## config.mk

```make
export PLATFORM = sky130hd
export DESIGN_NAME = pad_stby_ovr
export DESIGN_NICKNAME = d
export VERILOG_FILES = /design/src/rtl/pad_stby_pkg.sv /design/src/rtl/stby_rst_sync.sv /design/src/rtl/stby_decode.sv /design/src/rtl/stby_pull.sv /design/src/rtl/stby_slice.sv /design/src/rtl/pad_stby_ovr.sv
export SDC_FILE = /design/constraint.sdc
export NUM_CORES = 1
export LEC_CHECK = 0
export BUFFER_PORTS_ARGS = -buffer_cell sky130_fd_sc_hd__buf_4
export CAP_MARGIN = 15
export CORE_UTILIZATION = 30
export CTS_BUF_LIST = sky130_fd_sc_hd__clkbuf_4 sky130_fd_sc_hd__clkbuf_8
export DETAILED_ROUTE_END_ITERATION = 7
export GPL_ROUTABILITY_DRIVEN = 0
export PLACE_DENSITY = 0.47
export RECOVER_POWER = 50
export SYNTH_ARGS = -nofsm -noshare
export SYNTH_HDL_FRONTEND = slang
export SYNTH_HIERARCHICAL = 1
export SYNTH_SLANG_ARGS = --single-unit
```

## constraint.sdc

```tcl
create_clock -name clk -period 5.9 [get_ports clk]
set_input_delay 0.885 -clock clk [delete_from_list [all_inputs] [get_ports clk]]
set_output_delay 0.885 -clock clk [all_outputs]
set_load 0.005 [all_outputs]
```

## src/rtl/pad_stby_pkg.sv

```systemverilog
package pad_stby_pkg;

  localparam int CODE_W = 4;
  localparam int TERM_W = 2;

  typedef enum logic [CODE_W-1:0] {
    SC_FREEZE   = 4'd0,
    SC_L_RX0    = 4'd1,
    SC_L_RX1    = 4'd2,
    SC_H_RX0    = 4'd3,
    SC_H_RX1    = 4'd4,
    SC_L_RXON   = 4'd5,
    SC_H_RXON   = 4'd6,
    SC_FLOAT0   = 4'd7,
    SC_FLOAT1   = 4'd8,
    SC_WAKE     = 4'd9,
    SC_OPTOUT   = 4'd15
  } stby_code_e;

  typedef enum logic [TERM_W-1:0] {
    TM_KEEP = 2'd0,
    TM_NONE = 2'd1,
    TM_DOWN = 2'd2,
    TM_UP   = 2'd3
  } stby_term_e;

  // Substitute drive produced by the code decoder.
  typedef struct packed {
    logic tx;
    logic txen;
    logic rxen;
    logic rx_force;
    logic rx_val;
  } drive_t;

endpackage

```

## src/rtl/stby_rst_sync.sv

```systemverilog
module stby_rst_sync #(
  parameter int STAGES = 2
) (
  input  logic clk,
  input  logic rst_n,
  output logic rst_n_sync
);

  logic [STAGES-1:0] sync_q;
  logic [STAGES-1:0] sync_d;

  always_comb begin
    sync_d = {sync_q[STAGES-2:0], 1'b1};
  end

  always_ff @(posedge clk or negedge rst_n) begin
    if (!rst_n) sync_q <= '0;
    else        sync_q <= sync_d;
  end

  assign rst_n_sync = sync_q[STAGES-1];

endmodule

```

## src/rtl/stby_decode.sv

```systemverilog
module stby_decode
  import pad_stby_pkg::*;
(
  input  logic [CODE_W-1:0] code,
  output drive_t            ovr,
  output logic              use_freeze,
  output logic              opt_out
);

  always_comb begin
    ovr        = '0;
    use_freeze = 1'b0;
    opt_out    = 1'b0;
    case (code)
      SC_FREEZE: use_freeze = 1'b1;
      SC_L_RX0:  ovr = '{tx: 1'b0, txen: 1'b1, rxen: 1'b0, rx_force: 1'b1, rx_val: 1'b0};
      SC_L_RX1:  ovr = '{tx: 1'b0, txen: 1'b1, rxen: 1'b0, rx_force: 1'b1, rx_val: 1'b1};
      SC_H_RX0:  ovr = '{tx: 1'b1, txen: 1'b1, rxen: 1'b0, rx_force: 1'b1, rx_val: 1'b0};
      SC_H_RX1:  ovr = '{tx: 1'b1, txen: 1'b1, rxen: 1'b0, rx_force: 1'b1, rx_val: 1'b1};
      SC_L_RXON: ovr = '{tx: 1'b0, txen: 1'b1, rxen: 1'b1, rx_force: 1'b0, rx_val: 1'b0};
      SC_H_RXON: ovr = '{tx: 1'b1, txen: 1'b1, rxen: 1'b1, rx_force: 1'b0, rx_val: 1'b0};
      SC_FLOAT0: ovr = '{tx: 1'b0, txen: 1'b0, rxen: 1'b0, rx_force: 1'b1, rx_val: 1'b0};
      SC_FLOAT1: ovr = '{tx: 1'b0, txen: 1'b0, rxen: 1'b0, rx_force: 1'b1, rx_val: 1'b1};
      SC_WAKE:   ovr = '{tx: 1'b0, txen: 1'b0, rxen: 1'b1, rx_force: 1'b0, rx_val: 1'b0};
      default:   opt_out = 1'b1;   // 10..15: pad stays functional
    endcase
  end

endmodule

```

## src/rtl/stby_pull.sv

```systemverilog
module stby_pull
  import pad_stby_pkg::*;
(
  input  logic              active,
  input  logic [TERM_W-1:0] term,
  input  logic              req_up,
  input  logic              req_dn,
  output logic              pu,
  output logic              pd
);

  logic func_up;
  logic func_dn;

  // Conflicting functional request resolves to no pull.
  always_comb begin
    func_up = req_up & ~req_dn;
    func_dn = req_dn & ~req_up;
  end

  always_comb begin
    pu = func_up;
    pd = func_dn;
    if (active) begin
      case (term)
        TM_NONE: begin pu = 1'b0; pd = 1'b0; end
        TM_DOWN: begin pu = 1'b0; pd = 1'b1; end
        TM_UP:   begin pu = 1'b1; pd = 1'b0; end
        default: begin pu = func_up; pd = func_dn; end
      endcase
    end
  end

endmodule

```

## src/rtl/stby_slice.sv

```systemverilog
module stby_slice
  import pad_stby_pkg::*;
(
  input  logic              clk,
  input  logic              rst_n,
  input  logic              in_stby,
  input  logic              capture,
  input  logic [CODE_W-1:0] code_in,
  input  logic [TERM_W-1:0] term_in,
  input  logic              f_tx,
  input  logic              f_txen,
  input  logic              f_rxen,
  input  logic              f_pu,
  input  logic              f_pd,
  input  logic              rx_in,
  output logic              o_tx,
  output logic              o_txen,
  output logic              o_rxen,
  output logic              o_rx,
  output logic              o_pu,
  output logic              o_pd,
  output logic [CODE_W-1:0] code_held
);

  logic [CODE_W-1:0] code_q, code_d;
  logic [TERM_W-1:0] term_q, term_d;
  logic              frz_tx_q, frz_tx_d;
  logic              frz_txen_q, frz_txen_d;
  logic              frz_rxen_q, frz_rxen_d;

  drive_t ovr;
  logic   use_freeze;
  logic   opt_out;
  logic   active;

  // Next state: load on the entry edge only.
  always_comb begin
    code_d     = code_q;
    term_d     = term_q;
    frz_tx_d   = frz_tx_q;
    frz_txen_d = frz_txen_q;
    frz_rxen_d = frz_rxen_q;
    if (capture) begin
      code_d     = code_in;
      term_d     = term_in;
      frz_tx_d   = f_tx;
      frz_txen_d = f_txen;
      frz_rxen_d = f_rxen;
    end
  end

  always_ff @(posedge clk or negedge rst_n) begin
    if (!rst_n) begin
      code_q     <= SC_OPTOUT;
      term_q     <= TM_KEEP;
      frz_tx_q   <= 1'b0;
      frz_txen_q <= 1'b0;
      frz_rxen_q <= 1'b0;
    end else begin
      code_q     <= code_d;
      term_q     <= term_d;
      frz_tx_q   <= frz_tx_d;
      frz_txen_q <= frz_txen_d;
      frz_rxen_q <= frz_rxen_d;
    end
  end

  stby_decode u_dec (
    .code       (code_q),
    .ovr        (ovr),
    .use_freeze (use_freeze),
    .opt_out    (opt_out)
  );

  assign active = in_stby & ~opt_out;

  always_comb begin
    o_tx   = f_tx;
    o_txen = f_txen;
    o_rxen = f_rxen;
    o_rx   = rx_in;
    if (active) begin
      if (use_freeze) begin
        o_tx   = frz_tx_q;
        o_txen = frz_txen_q;
        o_rxen = frz_rxen_q;
      end else begin
        o_tx   = ovr.tx;
        o_txen = ovr.txen;
        o_rxen = ovr.rxen;
        o_rx   = ovr.rx_force ? ovr.rx_val : rx_in;
      end
    end
  end

  stby_pull u_pull (
    .active (active),
    .term   (term_q),
    .req_up (f_pu),
    .req_dn (f_pd),
    .pu     (o_pu),
    .pd     (o_pd)
  );

  assign code_held = code_q;

endmodule

```

## src/rtl/pad_stby_ovr.sv

```systemverilog
module pad_stby_ovr
  import pad_stby_pkg::*;
#(
  parameter int NPAD = 4
) (
  input  logic                   clk,
  input  logic                   rst_n,
  input  logic                   stby_req,
  input  logic [NPAD*CODE_W-1:0] stby_code,
  input  logic [NPAD*TERM_W-1:0] stby_term,
  input  logic [NPAD-1:0]        func_tx,
  input  logic [NPAD-1:0]        func_txen,
  input  logic [NPAD-1:0]        func_rxen,
  input  logic [NPAD-1:0]        func_pu,
  input  logic [NPAD-1:0]        func_pd,
  input  logic [NPAD-1:0]        pad_rx,
  output logic [NPAD-1:0]        pad_tx,
  output logic [NPAD-1:0]        pad_txen,
  output logic [NPAD-1:0]        pad_rxen,
  output logic [NPAD-1:0]        core_rx,
  output logic [NPAD-1:0]        pad_pu,
  output logic [NPAD-1:0]        pad_pd
);

  localparam int CODE_BUS = NPAD * CODE_W;

  logic                rst_n_int;
  logic                req_q, req_d;
  logic                entry;
  logic [CODE_BUS-1:0] code_hold;

  stby_rst_sync #(.STAGES(2)) u_rst (
    .clk        (clk),
    .rst_n      (rst_n),
    .rst_n_sync (rst_n_int)
  );

  always_comb begin
    req_d = stby_req;
    entry = stby_req & ~req_q;
  end

  always_ff @(posedge clk or negedge rst_n_int) begin
    if (!rst_n_int) req_q <= 1'b0;
    else            req_q <= req_d;
  end

  for (genvar g = 0; g < NPAD; g++) begin : g_pad
    stby_slice u_slice (
      .clk       (clk),
      .rst_n     (rst_n_int),
      .in_stby   (req_q),
      .capture   (entry),
      .code_in   (stby_code[g*CODE_W +: CODE_W]),
      .term_in   (stby_term[g*TERM_W +: TERM_W]),
      .f_tx      (func_tx[g]),
      .f_txen    (func_txen[g]),
      .f_rxen    (func_rxen[g]),
      .f_pu      (func_pu[g]),
      .f_pd      (func_pd[g]),
      .rx_in     (pad_rx[g]),
      .o_tx      (pad_tx[g]),
      .o_txen    (pad_txen[g]),
      .o_rxen    (pad_rxen[g]),
      .o_rx      (core_rx[g]),
      .o_pu      (pad_pu[g]),
      .o_pd      (pad_pd[g]),
      .code_held (code_hold[g*CODE_W +: CODE_W])
    );
  end

endmodule

```

After elaboration in Yosys (flattened, before gate mapping)
Cells that the tools add are included.
{ "word_totals": {"regBits": 39, "input_bits": 51, "output_inout_bits": 24, "word_cells": 168} }
{ "op_classes": {"n_eq_ne": 48, "muxes": 60, "bitwise": 22, "reduce_logical": 16} }
{ "ops": {"columns": ["op", "n"], "rows": [
  ["5-bit case mux with 9 select lines", 4],
  ["4-bit by 3-bit == test with 1-bit output, second input constant", 16],
  ["1-bit two-way mux", 48],
  ["10-bit OR reduction", 4],
  ["4-bit by 2-bit == test with 1-bit output, second input constant", 8],
  ["4-bit == test, second input constant", 8],
  ["2-bit == test, second input constant", 8],
  ["4-bit by 1-bit == test with 1-bit output, second input constant", 4],
  ["4-bit zero test", 4],
  ["1-bit case mux with 2 select lines", 8],
  ["2-bit OR reduction", 8],
  ["1-bit bitwise AND", 13],
  ["1-bit NOT", 9],
  ["2-bit by 1-bit == test with 1-bit output, second input constant", 4]
]} }

Longest topological paths before layout
Gate-level depths: netlist (run 1).
{ "depth": {"depth_word": 5, "ltp_mapped": 6} }

Modules after synthesis
Netlist (run 1), hierarchy kept.
{ "modules_own_cells": {"columns": ["module", "n_inst", "cells_each", "area_per_inst_um2"], "rows": [
  ["stby_slice", 4, 28, 432.9],
  ["stby_decode", 4, 23, 146.4],
  ["stby_pull", 4, 7, 45.0],
  ["stby_rst_sync", 1, 3, 53.8],
  ["pad_stby_ovr", 1, 2, 38.8]
]} }

Least setup slack after synthesis (run 1)
OpenSTA, ideal clock, no wires.
{ "synth_path": {"path_kind": "reg2out", "start": "register g_pad[0].u_slice.code_q[0]", "end": "output port core_rx[0]", "arrival_time_ps": 1811, "required_ps": 5015, "setup_slack_ps": 3204, "stages_incl_launch_ff": 6, "n_path_buf": 1, "cell_sequence": "dfstp_2 -> clkbuf_1 -> nor3b_2 -> or4_1 -> nor4bb_1 -> mux2_1"} }
{ "synth_lines": {"columns": ["item", "line_no", "text"], "rows": [
  ["start: declaration", "stby_slice.sv:25", "logic [CODE_W-1:0] code_q, code_d;"],
  ["start signal: assignment", "stby_slice.sv:60", "code_q <= code_d;"],
  ["end: declaration", "pad_stby_ovr.sv:20", "output logic [NPAD-1:0] core_rx,"]
]} }

Worst setup path in the final report (run 1)
{ "layout_path": {"start": "input port stby_req", "end": "register g_pad[1].u_slice.frz_rxen_q"} }
{ "layout_between": {"elab_chain_len": 1} }
{ "layout_lines": {"columns": ["item", "line_no", "text"], "rows": [
  ["start: declaration", "pad_stby_ovr.sv:8", "input logic stby_req,"],
  ["1-bit bitwise AND", "pad_stby_ovr.sv:40", "entry = stby_req & ~req_q;"],
  ["named net entry", "pad_stby_ovr.sv:29", "logic entry;"],
  ["end signal: assignment", "stby_slice.sv:64", "frz_rxen_q <= frz_rxen_d;"],
  ["end: declaration", "stby_slice.sv:29", "logic frz_rxen_q, frz_rxen_d;"]
]} }
The timed path passes the listed nets, and every way through them passes these cells.
A chain may end at the register's enable or synchronous reset.

==> flow_metrics.env, run 1 <==
export IMPL_max_clock_freq_ghz=0.267
export IMPL_fin_worst_skew_ns=0.00673
export IMPL_synthesis_instances=237
export IMPL_ant_nets=0
export IMPL_crit_chain="clkbuf_4 -> nor2b_1 -> mux2_1"
export IMPL_cp_slowest_stage_delay_ns=2.49
export IMPL_synth_largest_area_cell="mux2_1"
export IMPL_gr_total_overflow=0
export IMPL_ys_warn_count=6
export IMPL_failed_checks="capacitance limit, slew limit"
export IMPL_yosysMostFrequentCell="mux2_1"
export IMPL_cts_buffers=5
export IMPL_cp_arrival_ns=3.91
export IMPL_yosys_top_cells_area="mux2_1, dfrtp_1, dfstp_2, mux2_2, nor3b_1"
export IMPL_worst_slack_ns=2.15
export IMPL_synth_fp_nets=288
export IMPL_tightest_slew_ns=3.38
export IMPL_relSlewSlack_pct=-126
export IMPL_place_ws_ns=3.02
export IMPL_pwr_density_cell_nw_per_um2=244
export IMPL_fin_tns_setup_ns=0
export IMPL_area_growth_pct=27.2
export IMPL_clockBufferDepth=2
export IMPL_drt_first_iter_violations=39
export IMPL_synth_seq_cells=39
export IMPL_row_count=33
export IMPL_antenna_found_initial=0
export IMPL_synth_common_cells="mux2_1, dfrtp_1, dfstp_2"
export IMPL_synth_top_cell_area_share_pct=22.6
export IMPL_drc=0
export IMPL_cts_tree="yes"
export IMPL_clk_latency_ns=0.28
export IMPL_post_cts_buffers=0
export IMPL_ir_drop_v=0.0000940
export IMPL_start_util_pct=31.2
export IMPL_die_x_microns=94.9
export IMPL_rsz0062_at_grt="false"
export IMPL_crit_fanout=36
export IMPL_synthFlopType="dfrtp_1"
export IMPL_report_final_slew_viol_count=75
export IMPL_drv_cap=2
export IMPL_grt_max_degree=38
export IMPL_core_area_sq_um=8300
export IMPL_viasPerCell=4.88
export IMPL_dieHeight_microns=94.9
export IMPL_grt_pass1_wl_microns=9020
export IMPL_ctsResizeCount=0
export IMPL_post_drt_wl_per_cell_microns=13.4
export IMPL_ctsHoldBuffers=0
export IMPL_netSwitchingPower_w=0.000237
export IMPL_placed_area_sq_um=3220
export IMPL_p_leak_nw=1.38
export IMPL_crit_type="input pin to flip-flop"
export IMPL_swShare_pct=29.6
export IMPL_drt_pass1_iter_count=4
export IMPL_async_flop_share_pct=100
export IMPL_worstPathRequired_ns=6.06
export IMPL_avgSynthCellArea_sq_um=10.9
export IMPL_setup_viol=0
export IMPL_clock_root_buffer="clkbuf_8"
export IMPL_io_pins=75
export IMPL_synth_edf_count=0
export IMPL_end_kind="flip-flop"
export IMPL_p_comb_share_pct=30.4
export IMPL_hold_class="input pin to async pin"
export IMPL_cpMaxStageDelayCell="nor2b_1"
export IMPL_hold_worst_slack_ns=0.369
export IMPL_synth_cell_types=30
export IMPL_cts_sinks=39
export IMPL_p_clk_share_pct=22.4
export IMPL_period_share_pct=63.5
export IMPL_pwr_share_seq_pct=47.3
export IMPL_antenna_cells=0
export IMPL_outcome="finished, violations left"
export IMPL_clk_pin_slew_worst_paths_ns=0.08
export IMPL_finalCriticalPeriod_ns=3.75
export IMPL_synthesis_area_sq_um=2590
export IMPL_total_power_w=0.000803
export IMPL_timing_final_hold_violations=0
export IMPL_place_hpwl_microns=3830
export IMPL_io_buffers=74
export IMPL_drive_gt1_share_pct=39.2
export IMPL_vias=2005
export IMPL_cts_htree_levels=2
export IMPL_p_int_w=0.000565
export IMPL_ys_seq_area_share_pct=38.5
export IMPL_wirelength_microns=5500
export IMPL_nets=357
export IMPL_grt_pass1_vias=1812
export IMPL_design_area_sq_um=3290
export IMPL_track_usage_pct=12.9
export IMPL_crit_path_start_kind="input pin"
export IMPL_die_area_sq_um=9010
sequential cells by signal, summed over array words and instances (netlist names):
| register | flops |
|---|---|
| g_pad.u_slice/term_q | 8 |
| g_pad.u_slice/frz_txen_q | 4 |
| g_pad.u_slice/frz_rxen_q | 4 |
| u_rst/sync_q | 2 |
| req_q | 1 |
| g_pad.u_slice/code_held | 16 |
| g_pad.u_slice/frz_tx_q | 4 |
final timing paths:
kind | startpoint | to | slack, ns | cells after the start
setup / recovery | stby_req | g_pad[1].u_slice/frz_rxen_q | 2.15 | 3
hold / removal | rst_n | u_rst/sync_q[0] | 0.37 | 1
setup reg to reg | req_q | g_pad[1].u_slice/frz_rxen_q | 2.32 | 2
hold reg to reg | u_rst/sync_q[0] | u_rst/sync_q[1] | 0.37 | 0
max in group asynchronous | u_rst/sync_q[1] | g_pad[2].u_slice/term_q[1] | 4.30 | 0
min in group clk | u_rst/sync_q[0] | u_rst/sync_q[1] | 0.37 | 0
per-stage QoR:
step | util, % | std cells
after floorplan | - | 237
after global placement | 38.8 | 404
after detailed placement | 38.8 | 404
after CTS | 39.8 | 411
after global routing | 39.7 | 411
final | 39.7 | 411
placed cells by master, fill, tap and decap left out, types with 5 or more instances in the layout:
cell and n:
a21oi_1 8, buf_4 72, clkbuf_8 5, dfrtp_1 23, dfstp_2 16, mux2_1 52
mux2_2 12, nand2_1 8, nand2b_1 12, nand3_1 8, nor2b_1 5, nor3_1 8
nor3b_1 12
worst max-delay path, delay by kind of cell:
kind	cells	cell delay (ns)
mux	1	0.42
buf+inv	1	0.10
simple gates	1	2.49
logic make-up after synthesis:
logic type	synth area share (%)
multiplexers	27.8
other	0.145
flip-flops	38.5
AO/OA/AOI/OAI	7.34
XOR/XNOR	1.35
buffers and inverters	2.13
AND/OR/NAND/NOR	22.8
power by group through the flow:
| stage | clock (W) | sequential, W | combinational (W) |
|---|---|---|---|
| floorplan | 0 | 0.000350 | 0.000184 |
| global placement | 0 | 0.000384 | 0.000246 |
| detailed placement | 0 | 0.000385 | 0.000247 |
| CTS | 0.000192 | 0.000380 | 0.000248 |
| global route | 0.000207 | 0.000393 | 0.000272 |
| finish | 0.000180 | 0.000379 | 0.000244 |
final cells by class:
type	instances	area, sq um
tap	105	131
clock buffer	7	83.8
multi-input combinational	186	1530
fill	829	5000
timing repair buffer	74	552
sequential	39	996
routing by layer:
| layer | GRT usage (%) | vias up | share of wire (%) | wire length [microns] |
|---|---|---|---|---|
| met2 | 19.5 | 34 | 46 | 2520 |
| met3 | 3.46 | 4 | 4.0 | 221 |
| met4 | 3.03 | 0 | 0.89 | 49 |
| li1 | - | 1002 | - | - |
| met5 | 0 | - | 0 | 0 |
| met1 | 18.0 | 965 | 49 | 2720 |
(Power assumes the default switching activity.)
==> run 2: changes to the inputs <==
--- a/config.mk
+++ b/config.mk
@@ -11,7 +11,7 @@
 export CTS_BUF_LIST = sky130_fd_sc_hd__clkbuf_4 sky130_fd_sc_hd__clkbuf_8
 export DETAILED_ROUTE_END_ITERATION = 7
 export GPL_ROUTABILITY_DRIVEN = 0
-export PLACE_DENSITY = 0.47
+export PLACE_DENSITY = 0.49
 export RECOVER_POWER = 50
 export SYNTH_ARGS = -nofsm -noshare
 export SYNTH_HDL_FRONTEND = slang
==> constraint.sdc (replaced) <==
create_clock -name clk -period 3 [get_ports clk]
set_input_delay 0.45 -clock clk [delete_from_list [all_inputs] [get_ports clk]]
set_output_delay 0.45 -clock clk [all_outputs]
set_load 0.005 [all_outputs]
==> run 2 against run 1 <==
Compared with the run above:
- the flow still finishes with violations (capacitance limit, slew limit)
- die area did not move
- highest routed layer unchanged
- largest cell class unchanged
- hold slack worse by 0.066 ns
- register-to-register slack got worse by 1.9 ns
- non-clock buffer count up 2
- power is 97% higher
- sequential share of layout area down 0.27 points
- via count down 0.75%
- setup slack worse by 1.9 ns
==> flow_metrics.env, run 2 (synthesized netlist as in run 1, its figures left out) <==
export IMPL_outcome="finished, violations left"
export IMPL_failed_checks="capacitance limit, slew limit"
export IMPL_nets=359
export IMPL_whs_path_depth=1
export IMPL_fin_tns_setup_ns=0
export IMPL_fin_worst_skew_ns=0.00453
export IMPL_place_ws_ns=0.549
export IMPL_rr_endpoint="g_pad[3].u_slice/frz_tx_q"
export IMPL_cts_tree="yes"
export IMPL_start_util_pct=31.2
export IMPL_place_hpwl_microns=3900
export IMPL_crit_type="flip-flop to output port"
export IMPL_ant_nets=0
export IMPL_cts_htree_levels=2
export IMPL_cp_arrival_ns=2.31
export IMPL_vias=1990
export IMPL_max_clock_freq_ghz=0.362
export IMPL_clk_latency_ns=0.29
export IMPL_crit_fanout=8
export IMPL_ff2ff_setup_slack_ns=0.37
export IMPL_drive_gt1_share_pct=39.3
export IMPL_hold_class="input pin to flip-flop"
export IMPL_antenna_cells=0
export IMPL_ctsResizeCount=0
export IMPL_rsz0062_at_grt="false"
export IMPL_drt_first_iter_violations=67
export IMPL_clock_root_buffer="clkbuf_8"
export IMPL_final_cell_count_no_fill=413
export IMPL_grt_max_degree=38
export IMPL_antenna_found_initial=0
export IMPL_worst_slack_ns=0.237
export IMPL_drt_pass1_iter_count=4
export IMPL_post_cts_buffers=0
export IMPL_drv_cap=2
export IMPL_post_drt_wl_per_cell_microns=13.1
export IMPL_placed_area_sq_um=3240
export IMPL_min_to="req_q"
export IMPL_dieHeight_microns=94.9
export IMPL_io_pins=75
export IMPL_core_area_sq_um=8300
export IMPL_tightest_slew_ns=1.77
export IMPL_cts_sinks=39
export IMPL_viasPerCell=4.82
export IMPL_crit_path_start_kind="flip-flop"
export IMPL_drc=0
export IMPL_ir_drop_v=0.000209
export IMPL_die_area_sq_um=9010
export IMPL_area_growth_pct=28.4
export IMPL_layout_commonest_cell="buf_4"
export IMPL_holdCritStartpoint="stby_req"
export IMPL_io_buffers=74
export IMPL_n_fill_cell=850
export IMPL_reg2reg_depth=3
export IMPL_setup_viol=0
export IMPL_r2r_start="req_q"
export IMPL_end_kind="output port"
export IMPL_pwr_density_cell_nw_per_um2=476
export IMPL_grt_pass1_wl_microns=8990
export IMPL_clk_pin_slew_worst_paths_ns=0.08
export IMPL_ctsHoldBuffers=1
export IMPL_worstPathRequired_ns=2.55
export IMPL_place_inst=405
export IMPL_design_area_sq_um=3320
export IMPL_final_util_pct=40.1
export IMPL_gr_total_overflow=0
export IMPL_timing_final_hold_violations=0
export IMPL_row_count=33
export IMPL_report_final_slew_viol_count=55
export IMPL_wirelength_microns=5420
export IMPL_cts_buffers=5
export IMPL_final_cell_mix="buf_4, mux2_1, dfrtp_1"
export IMPL_period_share_pct=92.1
export IMPL_finalCriticalPeriod_ns=2.76
export IMPL_largest_register_ffs=16
export IMPL_p_leak_nw=1.39
export IMPL_die_x_microns=94.9
export IMPL_track_usage_pct=12.8
export IMPL_grt_pass1_vias=1961
export IMPL_relSlewSlack_pct=-18.1
export IMPL_clockBufferDepth=2
[run 2: cell types whose count changed in the layout (fill, tap and decap cells not counted), sizes merged]
cell / previous run / this run
buf: 72 / 73
dlygate4sd3: 0 / 1
[run 2: metal layers]
metal | vias up | track usage [%] | part of all wire [%]
met5 | - | 0 | 0
met3 | 5 | 2.90 | 5.2
met1 | 935 | 17.0 | 49
li1 | 1007 | - | -
met4 | 0 | 3.79 | 1.1
met2 | 43 | 20.5 | 45
[run 2: how the worst max path moves through the flow]
stage,start,endpoint,slack (ns),cells past startpoint
global placement,g_pad[1].u_slice/code_held[1],pad_tx[1],0.55,5
finish,g_pad[1].u_slice/code_held[1],pad_tx[1],0.24,5
CTS,g_pad[0].u_slice/code_held[2],core_rx[0],0.22,6
floorplan,g_pad[0].u_slice/code_held[0],core_rx[0],0.74,5
detailed placement,g_pad[0].u_slice/code_held[2],core_rx[0],0.55,6
global route,g_pad[1].u_slice/code_held[2],core_rx[1],0.12,6
[run 2: area by class of cell]
type	instances	area [sq um]	area share, %
multi-input combinational	186	1530	46.1
timing repair buffer	76	582	17.5
sequential	39	996	30.0
clock buffer	7	83.8	2.52
tap	105	131	3.95
[run 2: report_power, final]
part           internal [W]  switching (W)
logic              0.000310       0.000175
clock network      0.000178       0.000176
registers          0.000626       0.000119
[run 2: per-stage QoR]
stage | total power [W] | hold slack, ns
finish | 0.00158 | 0.303
global route | 0.00170 | 0.293
CTS | 0.00161 | 0.266
detailed placement | 0.00125 | 0.234
global placement | 0.00124 | 0.234
floorplan | 0.00105 | 0.154
[run 2: worst max-delay path, stage by stage (launching register included)]
cell     delay, ns
dfstp_2       0.40
or2_2         0.35
nor3_1        0.50
mux2_1        0.38
mux2_2        0.27
buf_4         0.13
